==> config.mk <==
export PLATFORM = sky130hd
export DESIGN_NAME = dual_half_mac
export DESIGN_NICKNAME = d
export VERILOG_FILES = /design/src/rtl/dual_half_mac.sv
export SDC_FILE = /design/constraint.sdc
export NUM_CORES = 2
export LEC_CHECK = 0
export BUFFER_PORTS_ARGS = -buffer_cell sky130_fd_sc_hd__buf_2
export CAP_MARGIN = 15
export CORE_MARGIN = 5
export CORE_UTILIZATION = 45
export DETAILED_ROUTE_END_ITERATION = 6
export SKIP_LAST_GASP = 1
export SLEW_MARGIN = 30
export SYNTH_ARGS = -nofsm -noshare
export SYNTH_HDL_FRONTEND = slang
export SYNTH_SLANG_ARGS = --single-unit
==> constraint.sdc <==
create_clock -name clk -period 23.1 [get_ports clk]
set_input_delay 3.465 -clock clk [delete_from_list [all_inputs] [get_ports clk]]
set_output_delay 3.465 -clock clk [all_outputs]
set_load 0.01 [all_outputs]
==> src/rtl/dual_half_mac.sv <==
module dual_half_mac #(
  parameter int W    = 32,
  parameter int SW   = 32,
  parameter int QBIT = 27,
  parameter bit PIPE = 1'b1
) (
  input  logic          clk,
  input  logic          rst_n,
  input  logic          in_valid,
  input  logic [W-1:0]  opa,
  input  logic [W-1:0]  opb,
  input  logic [W-1:0]  acc,
  input  logic [2:0]    op_f,
  input  logic [3:0]    acc_sel,
  input  logic [SW-1:0] stat_in,
  output logic          out_valid,
  output logic [W-1:0]  result,
  output logic [SW-1:0] stat_out
);
  localparam int H = W / 2;

  logic [W-1:0]        b_sw;
  logic signed [W-1:0] prod_lo, prod_hi;
  logic [W-1:0]        mix, total;
  logic                use_acc, ovf_mix, ovf_acc;
  logic [W-1:0]        res_c;
  logic [SW-1:0]       stat_c;

  assign b_sw    = op_f[0] ? {opb[H-1:0], opb[W-1:H]} : opb;
  assign prod_lo = $signed(opa[H-1:0]) * $signed(b_sw[H-1:0]);
  assign prod_hi = $signed(opa[W-1:H]) * $signed(b_sw[W-1:H]);
  assign mix     = op_f[1] ? prod_lo - prod_hi : prod_lo + prod_hi;
  assign use_acc = (acc_sel != 4'hF);
  assign total   = mix + acc;

  assign ovf_mix = !op_f[1] && (prod_lo[W-1] == prod_hi[W-1]) && (mix[W-1] != prod_lo[W-1]);
  assign ovf_acc = use_acc && (mix[W-1] == acc[W-1]) && (total[W-1] != mix[W-1]);

  assign res_c  = use_acc ? total : mix;
  assign stat_c = stat_in | (SW'(ovf_mix | ovf_acc) << QBIT);

  generate
    if (PIPE) begin : g_reg
      always_ff @(posedge clk) begin
        if (!rst_n) begin
          out_valid <= 1'b0;
          result    <= '0;
          stat_out  <= '0;
        end else begin
          out_valid <= in_valid;
          if (in_valid) begin
            result   <= res_c;
            stat_out <= stat_c;
          end
        end
      end
    end else begin : g_comb
      assign out_valid = in_valid;
      assign result    = res_c;
      assign stat_out  = stat_c;
    end
  endgenerate
endmodule

### Word-level counts from Yosys, hierarchy flattened

Cells that the tools add are included.

| cells by class | value |
|---|---|
| $add $sub $neg | 3 |
| $mul | 2 |
| eq/ne operators | 5 |
| multiplexer cells | 3 |
| bitwise logic cells | 2 |
| reduce and logical (&&, ||, !) cells | 5 |

Operator list:

| operator | number |
|---|---|
| 32-bit 2-to-1 mux | 3 |
| 32-bit adder | 2 |
| 16-bit by 16-bit multiplier with 32-bit output | 2 |
| 32-bit by 28-bit OR with 32-bit output | 1 |
| 32-bit subtractor | 1 |
| 1-bit logical AND | 4 |
| 4-bit != test (second input constant) | 1 |
| 1-bit == test | 2 |
| 1-bit != test | 2 |
| 1-bit zero test | 1 |
| 1-bit OR | 1 |

| storage, ports and cells | value |
|---|---|
| register bits after elaboration | 65 |
| input bits | 138 |
| output and inout bits | 65 |
| word-level logic and storage cells | 23 |

### Longest topological paths before layout

| depth | value |
|---|---|
| depth in word-level cells | 9 |
| depth in mapped cells | 52 |
| gate-level depth less buffers | 49 |

### Worst setup path before layout

Ideal clock, no wire load.

| timing | value |
|---|---|
| kind | input -> register |
| from | input port op_f[0] |
| to | register result[31] |
| setup time | 0.079 ns |
| arrival time | 14.187 ns |
| required time | 23.021 ns |
| setup slack | 8.834 ns |
| stages | 45 |
| path buffers | 4 |
| cells stage by stage | clkbuf_1 buf_1 mux2i_1 clkbuf_1 nor2b_1 fa_1 inv_1 fa_1 fa_1 fa_1 inv_1 fa_1 inv_1 fa_1 inv_1 ha_1 and3_1 a21oi_1 (+9 left out) and2_1 a31o_2 a2111oi_0 o31ai_1 mux2i_1 or3_1 ha_1 a21o_1 a21o_1 a21oi_1 nor2b_1 o21ai_0 nand2b_1 a21oi_1 nand4b_1 mux2i_1 o21ai_0 o211ai_1 |

| on the way | value |
|---|---|
| longest elaborated chain between the ends | 6 |

RTL lines:

| element | line | RTL |
|---|---|---|
| start, declared | 13 | `input logic [2:0] op_f,` |
| 32-bit 2-to-1 mux * | 29 | `assign b_sw = op_f[0] ? {opb[H-1:0], opb[W-1:H]} : opb;` |
| 16-bit by 16-bit multiplier with 32-bit output (on tied branches) | 30, 31 |  |
| 32-bit adder or 32-bit subtractor (tied branches) | 32 | `assign mix = op_f[1] ? prod_lo - prod_hi : prod_lo + prod_hi;` |
| 32-bit 2-to-1 mux * | 32 |  |
| 32-bit adder | 34 | `assign total = mix + acc;` |
| 32-bit 2-to-1 mux * | 39 | `assign res_c = use_acc ? total : mix;` |
| end signal, assigned | 52 | `result <= res_c;` |
| end, declared | 17 | `output logic [W-1:0] result,` |

Mark *: on every way between the ends. The rest lies on a longest branch, timed or not.
A chain may end at the register's enable or synchronous reset.

### Worst setup path in the final report

Same ends and word-level chain as after synthesis.

==> run summary <==
Die area: 0.06422 sq mm. The area share of the leading cell type in the synthesized netlist was 39.49%; the clock latency at the later pin of the worst-skew pair was 0.32 ns. Maximum fanout encountered on the critical timing path: 32. Global routing used 22.17% of the available tracks across all layers.

The worst register-to-register path begins at stat_out[27]$_SDFFE_PN0P_. Slowest library cell on the worst path: sky130_fd_sc_hd__mux2i_4. Once layout is done, the placed cells without fillers occupy 0.02866 sq mm.

The logs give 0.02667 sq mm for the synthesized cell area and 0 for the hold-fix buffer count after cts. The kind of path behind the tightest hold check is reg2reg. The worst pin sits at a relative slew slack of 38.16%. For this run, design rule violations remaining after detail routing come to 0. The peak per-stage delay on the critical path was 0.68 ns. The first global-routing pass estimated 116100 um of wire.

The hold-critical path depth was 2. The worst setup path is captured at a flop. After layout, the worst path uses 64.69% of the clock period. The remaining global-route overflow came out at 0. The endpoint of the lowest-slack register-to-register path was stat_out[27]$_SDFFE_PN0P_. The final setup violation count is 0, and the wire length per cell after detailed routing is 17.71 um. The run gives 0 as the number of synthesis warnings.

The number of enable-type register cells in the synthesized netlist is 0, and the starting utilization of the core area is 45.27%. The register clock-pin slew on the reported worst setup and hold paths was 0.05 ns. Dividing the detail-routed via count by the number of cells gives 5.326. The average instance area after synthesis came out at 8.652 sq um. The total core area is 0.05891 sq mm. The number of I/O port buffers was 201; the x dimension of the die was 253.4 um. Kind of start point of the critical path: a primary input. The peak clock frequency supported by timing was 66.92 MHz; the largest net degree at the start of global routing was 75. The logs give 0 for the count of pins over their slew limit and 77 for the post-synthesis cell type count. CTS saw 65 sinks. The floorplan step set the die height to 253.4 um. After legalization and detailed placement, the total HPWL measured 58520 um.

Setup repair after global routing left no endpoint under its margin. Sorting the synthesized cells by how often they occur yields sky130_fd_sc_hd__inv_1 (613), sky130_fd_sc_hd__fa_1 (526), sky130_fd_sc_hd__nand2_1 (327). The run gives 5647 as the count of filler cells inserted in the layout. The relative area change from synthesis to final layout works out to 7.479%. Across the run, the number of max-cap violations was 0. Dominant cell type by area after synthesis: sky130_fd_sc_hd__fa_1.

The starting DRC count in detailed routing was 1269; the maximum clock skew at final layout was 0 ns. After routing, the total negative slack on setup checks comes to 0 ns. After synthesis, the share of flip-flops with an asynchronous set or reset is 0%. The number of global-route vias before repair is 22560.

The final count of hold timing violations is 0. The run gives 3082 as the count of mapped cells out of synthesis. The cell that appears most often on the critical path is sky130_fd_sc_hd__fa_1. Type of the worst setup path: in2reg. The initial antenna violation count is 1. The multi-input combinational cells in the finished layout cover a total of 0.02268 sq mm.

The number of iterations in the first detailed-routing pass came out at 5. At the worst endpoint, the required time is 23.30 ns. The routed design could run at a clock period as short as 14.94 ns. For the pin with the worst max-slew slack, the measured transition is 0.9213 ns. The post-route netlist has 9.491% of its cells at a drive strength greater than 1. At the end of the flow the core is filled with cells to 48.65%. In this run, synthesis produced a sequential element count of 65. For the worst setup path, the data arrival time is 15.14 ns.

The number of setup buffers added after CTS is 0. The sequential cells in the finished layout cover a total of 0.001301 sq mm. sky130_fd_sc_hd__inv_1 is the most common cell in the netlist. The number of nets in the synthesized netlist is 3974. The count of nets after finishing was 4090. The tools report the master cell of the clock root buffer as sky130_fd_sc_hd__clkbuf_16. For flop-to-flop paths, the worst setup slack is 21.89 ns. The placed standard-cell area came out at 0.02834 sq mm.

TritonCTS built the clock tree. The longest clock path from root to sink contains 2 buffers. 203 I/O pins were placed.

The number of buffers inserted during clock tree synthesis came out at 9. Sequential elements use 4.880% of the synthesized area. Wires add up to 70420 um.

The startpoint identified for the worst hold timing path is result[14]$_SDFFE_PN0P_. The total number of vias is 21180. The run finished with clean final reports. The congestion estimate from routability-driven global placement came to 0.9068. In the synthesized netlist the dominant register cell turns out to be sky130_fd_sc_hd__dfxtp_1. Yosys attributes the largest share of cell area to sky130_fd_sc_hd__fa_1 (39%), sky130_fd_sc_hd__ha_1 (11%), sky130_fd_sc_hd__inv_1 (8.6%). Once detail routing completed, the nets flagged for antenna violations numbered 0. Counting cells, the worst reg-to-reg path comes to 4. The number of gates resized after CTS was 0. The end point of the most critical hold path was result[14]$_SDFFE_PN0P_. The placement row count is 89, and the level count of the clock H-tree is 3.
==> through the flow <==
step / std cells / hold slack, ns / worst slack [ns]
6_report: 3977 / 0.4781 / 8.156
3_3_place_gp: 3959 / 0.4570 / 7.845
5_1_grt: 3976 / 0.4895 / 7.326
3_5_place_dp: 3959 / 0.4695 / 7.911
2_1_floorplan: 3082 / 0.4929 / 8.834
4_1_cts: 3975 / 0.4791 / 8.177
==> worst max-delay path: cells and delay by family <==
family,cells,cell delay [ns]
buffers and inverters,7,0.76
adders and majority gates,9,4.11
muxes,3,1.04
xor gates and xnor gates,2,0.37
and+or+nand+nor,14,2.49
AOI/OAI and AO/OA,13,2.86
==> metal layers <==
metal  vias up  part of all wire, %  GRT usage (%)
met5         -                    0              0
met4         0                  2.4          5.553
met3       102                  5.3          1.787
met2       588                   48          37.85
met1     10610                   44          30.81
li1       9878                    -              -
==> cell type report <==
cell class              count  share of cell area [%]
repair buffers            212                   3.820
diodes                      1                0.008731
multi-input cells        2295                   79.13
inverters                 615                   8.055
well taps                 773                   3.375
clock inverters             4                  0.1790
flip-flops and latches     65                   4.540
clock buffers              12                  0.8950
==> worst max-delay path by stage <==
| stage | startpoint | endpoint | slack, ns | cells past startpoint |
|---|---|---|---|---|
| 2_1_floorplan | op_f[0] | result[31]$_SDFFE_PN0P_ | 8.83 | 45 |
| 3_3_place_gp | op_f[0] | result[31]$_SDFFE_PN0P_ | 7.84 | 49 |
| 3_5_place_dp | op_f[0] | result[31]$_SDFFE_PN0P_ | 7.91 | 48 |
| 4_1_cts | op_f[0] | result[31]$_SDFFE_PN0P_ | 8.18 | 47 |
| 5_1_grt | op_f[0] | result[31]$_SDFFE_PN0P_ | 7.33 | 48 |
| 6_report | op_f[0] | result[31]$_SDFFE_PN0P_ | 8.16 | 48 |
==> state kept, by name, indices dropped and copies added, names as in the netlist <==
register and count:
out_valid 1, stat_out 32, result 32
==> placed cells by master (no fill, tap or decap), types with 32 or more instances in the layout <==
cell	netlist	routed
sky130_fd_sc_hd__inv_1	613	613
sky130_fd_sc_hd__fa_1	526	526
sky130_fd_sc_hd__nand2_1	327	327
sky130_fd_sc_hd__ha_1	228	228
sky130_fd_sc_hd__buf_2	2	200
sky130_fd_sc_hd__nor2_1	153	153
sky130_fd_sc_hd__nor2b_1	122	122
sky130_fd_sc_hd__and2_1	114	114
sky130_fd_sc_hd__a21oi_1	112	112
sky130_fd_sc_hd__xnor2_1	104	104
sky130_fd_sc_hd__dfxtp_1	65	65
sky130_fd_sc_hd__o21ai_0	64	64
sky130_fd_sc_hd__a21o_1	48	48
sky130_fd_sc_hd__mux2i_1	43	41
sky130_fd_sc_hd__nor3_1	37	37
sky130_fd_sc_hd__nand2b_1	34	34
sky130_fd_sc_hd__o21a_1	32	32
sky130_fd_sc_hd__or2_2	32	32
==> cells by family after synthesis <==
| family | Yosys count | share of synthesized area, % |
|---|---|---|
| and+or+nand+nor | 921 | 17.21 |
| adders and majority gates | 754 | 50.19 |
| buffers and inverters | 722 | 10.17 |
| AOI/OAI and AO/OA | 420 | 10.49 |
| xor gates and xnor gates | 132 | 4.392 |
| muxes | 68 | 2.670 |
| DFF | 65 | 4.880 |
Power is left out: the tool's default activity adds up to more than one toggle a clock period on the data nets, which glitch-free logic cannot reach.
